**config.mk**
```make
export PLATFORM = sky130hd
export DESIGN_NAME = squash_arbiter
export DESIGN_NICKNAME = d
export VERILOG_FILES = /design/src/rtl/squash_arb_pkg.sv /design/src/rtl/squash_req_route.sv /design/src/rtl/squash_thread_arb.sv /design/src/rtl/squash_out_reg.sv /design/src/rtl/squash_arbiter.sv
export SDC_FILE = /design/constraint.sdc
export NUM_CORES = 2
export LEC_CHECK = 0
export ABC_AREA = 1
export BUFFER_PORTS_ARGS = -buffer_cell sky130_fd_sc_hd__buf_4
export CAP_MARGIN = 25
export CORE_AREA = 2 2 257 259
export DETAILED_ROUTE_END_ITERATION = 8
export DIE_AREA = 0 0 259 261
export GPL_TIMING_DRIVEN = 0
export PLACE_DENSITY_LB_ADDON = 0.08
export SLEW_MARGIN = 25
export SYNTH_ARGS = -nofsm -noshare
export SYNTH_HDL_FRONTEND = slang
export SYNTH_HIERARCHICAL = 1
export SYNTH_SLANG_ARGS = --single-unit
```
**constraint.sdc**
```tcl
create_clock -name clk -period 11.63 [get_ports clk]
set_input_delay 1.7445 -clock clk [delete_from_list [all_inputs] [get_ports clk]]
set_output_delay 1.7445 -clock clk [all_outputs]
set_load 0.03 [all_outputs]
```
**src/rtl/squash_arb_pkg.sv**
```systemverilog
// Package: shared types and the slot-claim rule for the squash arbiter.
// Assumes sequence numbers are at most 64 bits wide and do not wrap.
package squash_arb_pkg;

    typedef enum logic {
        SQ_BRANCH = 1'b0,
        SQ_MEMORD = 1'b1
    } sq_kind_e;

    // Decide whether a candidate request takes a thread's squash slot.
    // A branch needs a strictly older number; a violation also wins ties.
    function automatic logic claims_slot(
        input sq_kind_e    kind,
        input logic        busy,
        input logic [63:0] cand_seq,
        input logic [63:0] held_seq
    );
        if (!busy)
            return 1'b1;
        if (kind == SQ_MEMORD)
            return cand_seq <= held_seq;
        return cand_seq < held_seq;
    endfunction

endpackage

```
**src/rtl/squash_req_route.sv**
```systemverilog
// Module: decodes one request port into a per-thread hit vector.
// Assumes a request whose thread ID is out of range is dropped.
module squash_req_route #(
    parameter int NT    = 4,
    parameter int TID_W = 2
) (
    input  logic             req_valid,
    input  logic [TID_W-1:0] req_tid,
    output logic [NT-1:0]    thread_hit
);

    for (genvar t = 0; t < NT; t++) begin : g_hit
        // Flag this thread when the port is valid and names it.
        assign thread_hit[t] = req_valid && (req_tid == TID_W'(t));
    end

    // a request reaches at most one thread.
    always_comb begin
        a_r7_single_thread: assert ($onehot0(thread_hit));
    end

endmodule

```
**src/rtl/squash_thread_arb.sv**
```systemverilog
// Module: combinational winner selection for a single thread.
// Requests are walked in a fixed order, all branch ports first and then all
// violation ports, each in ascending index. Nothing is kept between cycles.
// The clock and reset are used only by the assertions.
module squash_thread_arb
    import squash_arb_pkg::*;
#(
    parameter int NB    = 2,
    parameter int NM    = 2,
    parameter int SEQ_W = 32,
    parameter int PC_W  = 32
) (
    input  logic                clk,
    input  logic                rst_n,
    input  logic [NB-1:0]       br_hit,
    input  logic [NB*SEQ_W-1:0] br_seq,
    input  logic [NB*PC_W-1:0]  br_target,
    input  logic [NM-1:0]       mv_hit,
    input  logic [NM*SEQ_W-1:0] mv_seq,
    input  logic [NM*PC_W-1:0]  mv_pc,
    output logic                win_valid,
    output logic [SEQ_W-1:0]    win_seq,
    output logic [PC_W-1:0]     win_pc,
    output logic                win_incl,
    output logic                win_mis_valid,
    output logic [SEQ_W-1:0]    win_mis_tag
);

    sq_kind_e win_kind;

    // Walk the requests in order and keep whichever claims the slot last.
    always_comb begin
        win_valid = 1'b0;
        win_seq   = '0;
        win_pc    = '0;
        win_kind  = SQ_BRANCH;
        for (int i = 0; i < NB; i++) begin
            if (br_hit[i] && claims_slot(SQ_BRANCH, win_valid,
                    64'(br_seq[i*SEQ_W +: SEQ_W]), 64'(win_seq))) begin
                win_valid = 1'b1;
                win_seq   = br_seq[i*SEQ_W +: SEQ_W];
                win_pc    = br_target[i*PC_W +: PC_W];
                win_kind  = SQ_BRANCH;
            end
        end
        for (int j = 0; j < NM; j++) begin
            if (mv_hit[j] && claims_slot(SQ_MEMORD, win_valid,
                    64'(mv_seq[j*SEQ_W +: SEQ_W]), 64'(win_seq))) begin
                win_valid = 1'b1;
                win_seq   = mv_seq[j*SEQ_W +: SEQ_W];
                win_pc    = mv_pc[j*PC_W +: PC_W];
                win_kind  = SQ_MEMORD;
            end
        end
    end

    // Derive the squash shape from the kind of the winner.
    always_comb begin
        win_incl      = win_valid && (win_kind == SQ_MEMORD);
        win_mis_valid = win_valid && (win_kind == SQ_BRANCH);
        win_mis_tag   = win_mis_valid ? win_seq : '0;
    end

    // any request for this thread yields a winner, none yields none.
    a_r1_request_wins: assert property (@(posedge clk) disable iff (!rst_n)
        (|{br_hit, mv_hit}) == win_valid);

    for (genvar i = 0; i < NB; i++) begin : g_br_chk
        // no branch request is older than the winner.
        a_r2_branch_not_older: assert property (@(posedge clk) disable iff (!rst_n)
            br_hit[i] |-> (win_seq <= br_seq[i*SEQ_W +: SEQ_W]));
    end

    for (genvar j = 0; j < NM; j++) begin : g_mv_chk
        // no violation request is older than the winner.
        a_r2_violation_not_older: assert property (@(posedge clk) disable iff (!rst_n)
            mv_hit[j] |-> (win_seq <= mv_seq[j*SEQ_W +: SEQ_W]));
        // a violation at the winning number forces include-self.
        a_r3_tie_goes_to_violation: assert property (@(posedge clk) disable iff (!rst_n)
            (mv_hit[j] && (win_seq == mv_seq[j*SEQ_W +: SEQ_W])) |-> win_incl);
    end

endmodule

```
**src/rtl/squash_out_reg.sv**
```systemverilog
// Module: registers one thread's squash command toward commit.
// Fields are forced to zero whenever no squash is issued.
module squash_out_reg #(
    parameter int SEQ_W = 32,
    parameter int PC_W  = 32
) (
    input  logic             clk,
    input  logic             rst_n,
    input  logic             win_valid,
    input  logic [SEQ_W-1:0] win_seq,
    input  logic [PC_W-1:0]  win_pc,
    input  logic             win_incl,
    input  logic             win_mis_valid,
    input  logic [SEQ_W-1:0] win_mis_tag,
    output logic             sq_valid,
    output logic [SEQ_W-1:0] sq_seq,
    output logic [PC_W-1:0]  sq_pc,
    output logic             sq_incl_self,
    output logic             sq_mis_valid,
    output logic [SEQ_W-1:0] sq_mis_tag
);

    // Capture this cycle's winner, or zeros, for one cycle.
    always_ff @(posedge clk) begin
        if (!rst_n || !win_valid) begin
            sq_valid     <= 1'b0;
            sq_seq       <= '0;
            sq_pc        <= '0;
            sq_incl_self <= 1'b0;
            sq_mis_valid <= 1'b0;
            sq_mis_tag   <= '0;
        end else begin
            sq_valid     <= 1'b1;
            sq_seq       <= win_seq;
            sq_pc        <= win_pc;
            sq_incl_self <= win_incl;
            sq_mis_valid <= win_mis_valid;
            sq_mis_tag   <= win_mis_tag;
        end
    end

    // a reset edge leaves no squash pending.
    a_r10_reset_clears: assert property (@(posedge clk)
        !rst_n |=> !sq_valid);

    // idle thread shows all-zero fields.
    a_r9_idle_zero: assert property (@(posedge clk) disable iff (!rst_n)
        !sq_valid |-> (sq_seq == '0 && sq_pc == '0 && !sq_incl_self
                       && !sq_mis_valid && sq_mis_tag == '0));

    // include-self squash never names a mispredicting branch.
    a_r5_violation_shape: assert property (@(posedge clk) disable iff (!rst_n)
        (sq_valid && sq_incl_self) |-> (!sq_mis_valid && sq_mis_tag == '0));

    // branch squash records itself as the mispredicting instruction.
    a_r6_branch_shape: assert property (@(posedge clk) disable iff (!rst_n)
        (sq_valid && !sq_incl_self) |-> (sq_mis_valid && sq_mis_tag == sq_seq));

endmodule

```
**src/rtl/squash_arbiter.sv**
```systemverilog
// Module: top of the per-thread squash arbiter.
// Routes every branch and violation port to its thread, runs one arbiter per
// thread and registers each thread's command. Assumes sequence numbers do not
// wrap and that SEQ_W is at most 64.
module squash_arbiter
    import squash_arb_pkg::*;
#(
    parameter int NT    = 4,
    parameter int NB    = 2,
    parameter int NM    = 2,
    parameter int SEQ_W = 32,
    parameter int PC_W  = 32,
    localparam int TID_W = (NT > 1) ? $clog2(NT) : 1
) (
    input  logic                clk,
    input  logic                rst_n,
    input  logic [NB-1:0]       br_valid,
    input  logic [NB*TID_W-1:0] br_tid,
    input  logic [NB*SEQ_W-1:0] br_seq,
    input  logic [NB*PC_W-1:0]  br_target,
    input  logic [NM-1:0]       mv_valid,
    input  logic [NM*TID_W-1:0] mv_tid,
    input  logic [NM*SEQ_W-1:0] mv_seq,
    input  logic [NM*PC_W-1:0]  mv_pc,
    output logic [NT-1:0]       sq_valid,
    output logic [NT*SEQ_W-1:0] sq_seq,
    output logic [NT*PC_W-1:0]  sq_pc,
    output logic [NT-1:0]       sq_incl_self,
    output logic [NT-1:0]       sq_mis_valid,
    output logic [NT*SEQ_W-1:0] sq_mis_tag
);

    logic [NT-1:0] br_mask [NB];
    logic [NT-1:0] mv_mask [NM];

    for (genvar i = 0; i < NB; i++) begin : g_br_route
        squash_req_route #(.NT(NT), .TID_W(TID_W)) u_route (
            .req_valid  (br_valid[i]),
            .req_tid    (br_tid[i*TID_W +: TID_W]),
            .thread_hit (br_mask[i])
        );
    end

    for (genvar j = 0; j < NM; j++) begin : g_mv_route
        squash_req_route #(.NT(NT), .TID_W(TID_W)) u_route (
            .req_valid  (mv_valid[j]),
            .req_tid    (mv_tid[j*TID_W +: TID_W]),
            .thread_hit (mv_mask[j])
        );
    end

    for (genvar t = 0; t < NT; t++) begin : g_thread
        logic [NB-1:0]    th_br_hit;
        logic [NM-1:0]    th_mv_hit;
        logic             w_valid;
        logic [SEQ_W-1:0] w_seq;
        logic [PC_W-1:0]  w_pc;
        logic             w_incl;
        logic             w_mis_valid;
        logic [SEQ_W-1:0] w_mis_tag;

        // Gather the ports that target this thread.
        always_comb begin
            for (int i = 0; i < NB; i++) th_br_hit[i] = br_mask[i][t];
            for (int j = 0; j < NM; j++) th_mv_hit[j] = mv_mask[j][t];
        end

        squash_thread_arb #(
            .NB(NB), .NM(NM), .SEQ_W(SEQ_W), .PC_W(PC_W)
        ) u_arb (
            .clk           (clk),
            .rst_n         (rst_n),
            .br_hit        (th_br_hit),
            .br_seq        (br_seq),
            .br_target     (br_target),
            .mv_hit        (th_mv_hit),
            .mv_seq        (mv_seq),
            .mv_pc         (mv_pc),
            .win_valid     (w_valid),
            .win_seq       (w_seq),
            .win_pc        (w_pc),
            .win_incl      (w_incl),
            .win_mis_valid (w_mis_valid),
            .win_mis_tag   (w_mis_tag)
        );

        squash_out_reg #(.SEQ_W(SEQ_W), .PC_W(PC_W)) u_out (
            .clk           (clk),
            .rst_n         (rst_n),
            .win_valid     (w_valid),
            .win_seq       (w_seq),
            .win_pc        (w_pc),
            .win_incl      (w_incl),
            .win_mis_valid (w_mis_valid),
            .win_mis_tag   (w_mis_tag),
            .sq_valid      (sq_valid[t]),
            .sq_seq        (sq_seq[t*SEQ_W +: SEQ_W]),
            .sq_pc         (sq_pc[t*PC_W +: PC_W]),
            .sq_incl_self  (sq_incl_self[t]),
            .sq_mis_valid  (sq_mis_valid[t]),
            .sq_mis_tag    (sq_mis_tag[t*SEQ_W +: SEQ_W])
        );
    end

endmodule

```
==> run_summary.xml <==
<?xml version="1.0" encoding="UTF-8"?>
<metrics>
  <group name="setup_path">
    <metric name="timing.critical_path.buf_inv" unit="">11</metric>
    <metric name="critical_path_class" unit="">input port to flop</metric>
    <metric name="critical_path.top_delay_family" unit="">simple AND/OR/NAND/NOR gates</metric>
    <metric name="crit_arrival" unit="ps">10860</metric>
    <metric name="critPathRequiredTime" unit="ps">12120</metric>
    <metric name="worst_path_max_delay_cell" unit="">clkbuf_1</metric>
    <metric name="crit_path_most_repeated_cell" unit="">nand2_1</metric>
    <metric name="timing.critical_path.from_type" unit="">input port</metric>
    <metric name="path_max_fanout" unit="">10</metric>
    <metric name="critical_path.max_stage_delay" unit="ps">610</metric>
    <metric name="critPathCaptureType" unit="">flop</metric>
  </group>
  <group name="drt">
    <metric name="finalWirelength" unit="mm">160</metric>
    <metric name="drtAntennaViolNets" unit="">0</metric>
    <metric name="drt_first_pass_iters" unit="">9</metric>
    <metric name="drt-vias-per-instance" unit="">5.62</metric>
    <metric name="dr_total_vias" unit="">39170</metric>
    <metric name="drc_errors" unit="">3</metric>
    <metric name="routed_wire_length_per_instance" unit="µm">22.9</metric>
    <metric name="drt_iter0_markers" unit="">5325</metric>
  </group>
  <group name="final_layout">
    <metric name="finalInstanceArea" unit="µm²">41800</metric>
    <metric name="final_cell_mix" unit="">nand2_1, inv_1, buf_4</metric>
    <metric name="area_growth" unit="%">22.0</metric>
    <metric name="n_fill_cell" unit="">5993</metric>
    <metric name="utilization" unit="">0.643</metric>
    <metric name="layout.cells.most_common" unit="">nand2_1</metric>
    <metric name="post_route_cells_drive_above_1_share" unit="">0.216</metric>
    <metric name="finalNetCount" unit="">6707</metric>
  </group>
  <group name="clocking">
    <metric name="clock_tree.htree_level_count" unit="">2</metric>
    <metric name="hold_buffers" unit="">0</metric>
    <metric name="clkTransAtPathRegs" unit="ps">100</metric>
    <metric name="clk_root_buffer_cell" unit="">clkbuf_16</metric>
    <metric name="clock_path_buffers" unit="">3</metric>
    <metric name="cts_tree" unit="">built</metric>
    <metric name="cts.sink_count" unit="">396</metric>
    <metric name="post_cts_resized" unit="">0</metric>
    <metric name="postCtsSetupRepairBufs" unit="">0</metric>
    <metric name="cts-buffers-inserted" unit="">41</metric>
  </group>
  <group name="sta">
    <metric name="timing.final.setup_violations" unit="">0</metric>
    <metric name="slew_headroom" unit="">0.291</metric>
    <metric name="final.setup.tns" unit="ps">0</metric>
    <metric name="timing.fmax" unit="MHz">96.4</metric>
    <metric name="final-max-slew-violation-count" unit="">0</metric>
    <metric name="final.min_clock_period" unit="ps">10370</metric>
    <metric name="timing_hold_violations_final" unit="">0</metric>
    <metric name="pin_slew_with_the_least_headroom_to_its_limit" unit="ps">1060</metric>
    <metric name="rsz0062_at_grt" unit="">no</metric>
    <metric name="fin_crit_sh" unit="">0.892</metric>
  </group>
  <group name="global_route">
    <metric name="grt.overflow.total" unit="">0</metric>
    <metric name="maximum_number_of_pins_on_one_net_before_global_route_repair" unit="">16</metric>
    <metric name="antenna_found_initial" unit="">19</metric>
    <metric name="grt_first_pass_wirelength" unit="mm">226</metric>
    <metric name="first_global_vias" unit="">35412</metric>
    <metric name="grtUsageTotal" unit="">0.453</metric>
  </group>
  <group name="yosys">
    <metric name="flop_and_latch_count_out_of_synthesis" unit="">396</metric>
    <metric name="synthesis.area" unit="µm²">34300</metric>
    <metric name="fraction_of_synthesis_flops_using_an_asynchronous_set_or_reset_pin" unit="">0</metric>
    <metric name="yosys_most_used_dff" unit="">dfxtp_1</metric>
    <metric name="syn-instance-count" unit="">5349</metric>
    <metric name="warning_count_from_the_yosys_run" unit="">6</metric>
    <metric name="synth_edf_count" unit="">0</metric>
    <metric name="synth.avg_cell_area" unit="µm²">6.41</metric>
    <metric name="yosysSeqAreaShare" unit="">0.231</metric>
    <metric name="synthesis.nets" unit="">5999</metric>
    <metric name="synth.lib_cells_used.distinct" unit="">45</metric>
  </group>
  <group name="floorplan">
    <metric name="die_h" unit="µm">261</metric>
    <metric name="top_level_port_count" unit="">666</metric>
    <metric name="die-area" unit="µm²">67600</metric>
    <metric name="core_rows" unit="">94</metric>
    <metric name="core_region_area" unit="µm²">65000</metric>
    <metric name="start_util" unit="">0.527</metric>
    <metric name="floorplan.die.width" unit="µm">259</metric>
  </group>
  <group name="run_status">
    <metric name="violated_checks" unit="">DRC</metric>
    <metric name="outcome" unit="">complete, but fails checks</metric>
  </group>
  <group name="place">
    <metric name="placed_cell_area" unit="µm²">40400</metric>
    <metric name="detailedPlacementHpwl" unit="mm">132</metric>
    <metric name="routability_cong" unit="">1.05</metric>
    <metric name="buffer_ports.inserted" unit="">665</metric>
  </group>
  <group name="power_and_ir_drop">
    <metric name="leakage" unit="nW">21.6</metric>
    <metric name="p_per_area" unit="nW/µm²">102</metric>
    <metric name="power.ir.vdd_worst" unit="mV">0.123</metric>
  </group>
  <group name="hold_path">
    <metric name="min_path_type" unit="">input port to flop</metric>
  </group>
  <group name="flow_run">
    <metric name="cap_violations" unit="">0</metric>
  </group>
</metrics>
metal layers:
layer | global-route usage | part of all wire | up-vias
met1 | 0.613 | 0.40 | 17726
met2 | 0.666 | 0.41 | 2719
met5 | 0 | 0.00028 | -
met3 | 0.116 | 0.13 | 476
met4 | 0.226 | 0.058 | 6
li1 | - | - | 18243
flip-flops by register name (all words and copies together) (netlist names):
register                     cells
g_thread.u_out/sq_mis_valid      4
g_thread.u_out/sq_mis_tag      128
g_thread.u_out/sq_incl_self      4
g_thread.u_out/sq_seq          128
g_thread.u_out/sq_pc           128
g_thread.u_out/sq_valid          4
area by class of cell:
class,instances,area [µm²],share of cell area
Multi-Input combinational cell,3835,21600,0.517
Sequential cell,396,7930,0.190
Timing Repair Buffer,665,4990,0.119
Inverter,857,3220,0.0770
Buffer,261,1500,0.0358
Clock buffer,53,1180,0.0283
Tap cell,864,1080,0.0259
Clock inverter,21,240,0.00574
Antenna cell,16,40.0,0.000957
Yosys cell counts, types with 6 or more instances:
cell type	number	area (µm²)
o21a_1	17	128
a31oi_1	10	62.6
nand2_2	43	269
a21o_1	6	45.0
o221ai_1	6	52.6
nor3_1	20	100
ha_1	380	4750
buf_2	118	591
buf_1	20	75.1
clkbuf_1	61	229
nand3_2	179	1790
or2_1	9	56.3
nand4_1	30	188
o21ai_0	34	170
dfxtp_1	396	7930
a21oi_1	199	996
or2_2	41	257
buf_6	33	372
o211ai_1	33	248
inv_1	847	3180
and2_1	124	776
nand2_1	1282	4810
buf_4	27	203
inv_2	7	26.3
nor2_1	504	1890
nor2_2	105	657
nor4_2	9	113
nand3_1	679	3400
or2_0	97	607
metrics by stage:
step / instances / power [mW] / worst slack, ps / hold WS, ps
global route: 6967 / 4.43 / 884 / 1500
global placement: 6878 / 2.81 / 998 / 2090
floorplan: 5349 / 2.28 / 4250 / 1950
CTS: 6952 / 4.21 / 1550 / 1460
detailed placement: 6878 / 2.83 / 984 / 2090
finish: 6968 / 4.26 / 1260 / 1460
power by group:
| group | switching, mW | internal, mW |
|---|---|---|
| combinational | 0.980 | 0.466 |
| clock | 0.595 | 0.795 |
| sequential | 0.0190 | 1.40 |
| total | 1.59 | 2.66 |
worst min-delay path: stages:
cell and delay, ps:
buf_4 120, nand2_1 60, nand2_1 50, inv_1 50
nor2_1 40
kinds of logic (layout without fill, tap and decap cells):
logic type / after synthesis / in the layout / synth area share
and+or+nand+nor: 3141 / 3141 / 0.441
DFF: 396 / 396 / 0.231
adders and majority gates: 380 / 380 / 0.139
other: 0 / 16 / 0
AOI/OAI and AO/OA: 314 / 314 / 0.0515
buffers and inverters: 1118 / 1857 / 0.138
worst paths after layout:
kind | startpoint | to | slack (ps) | cells after the start
setup / recovery | br_valid[0] | g_thread[1].u_out/sq_pc[31] | 1260 | 48
hold / removal | mv_pc[36] | g_thread[1].u_out/sq_pc[4] | 1460 | 5
Note: power is estimated with default switching activity, not from simulation.
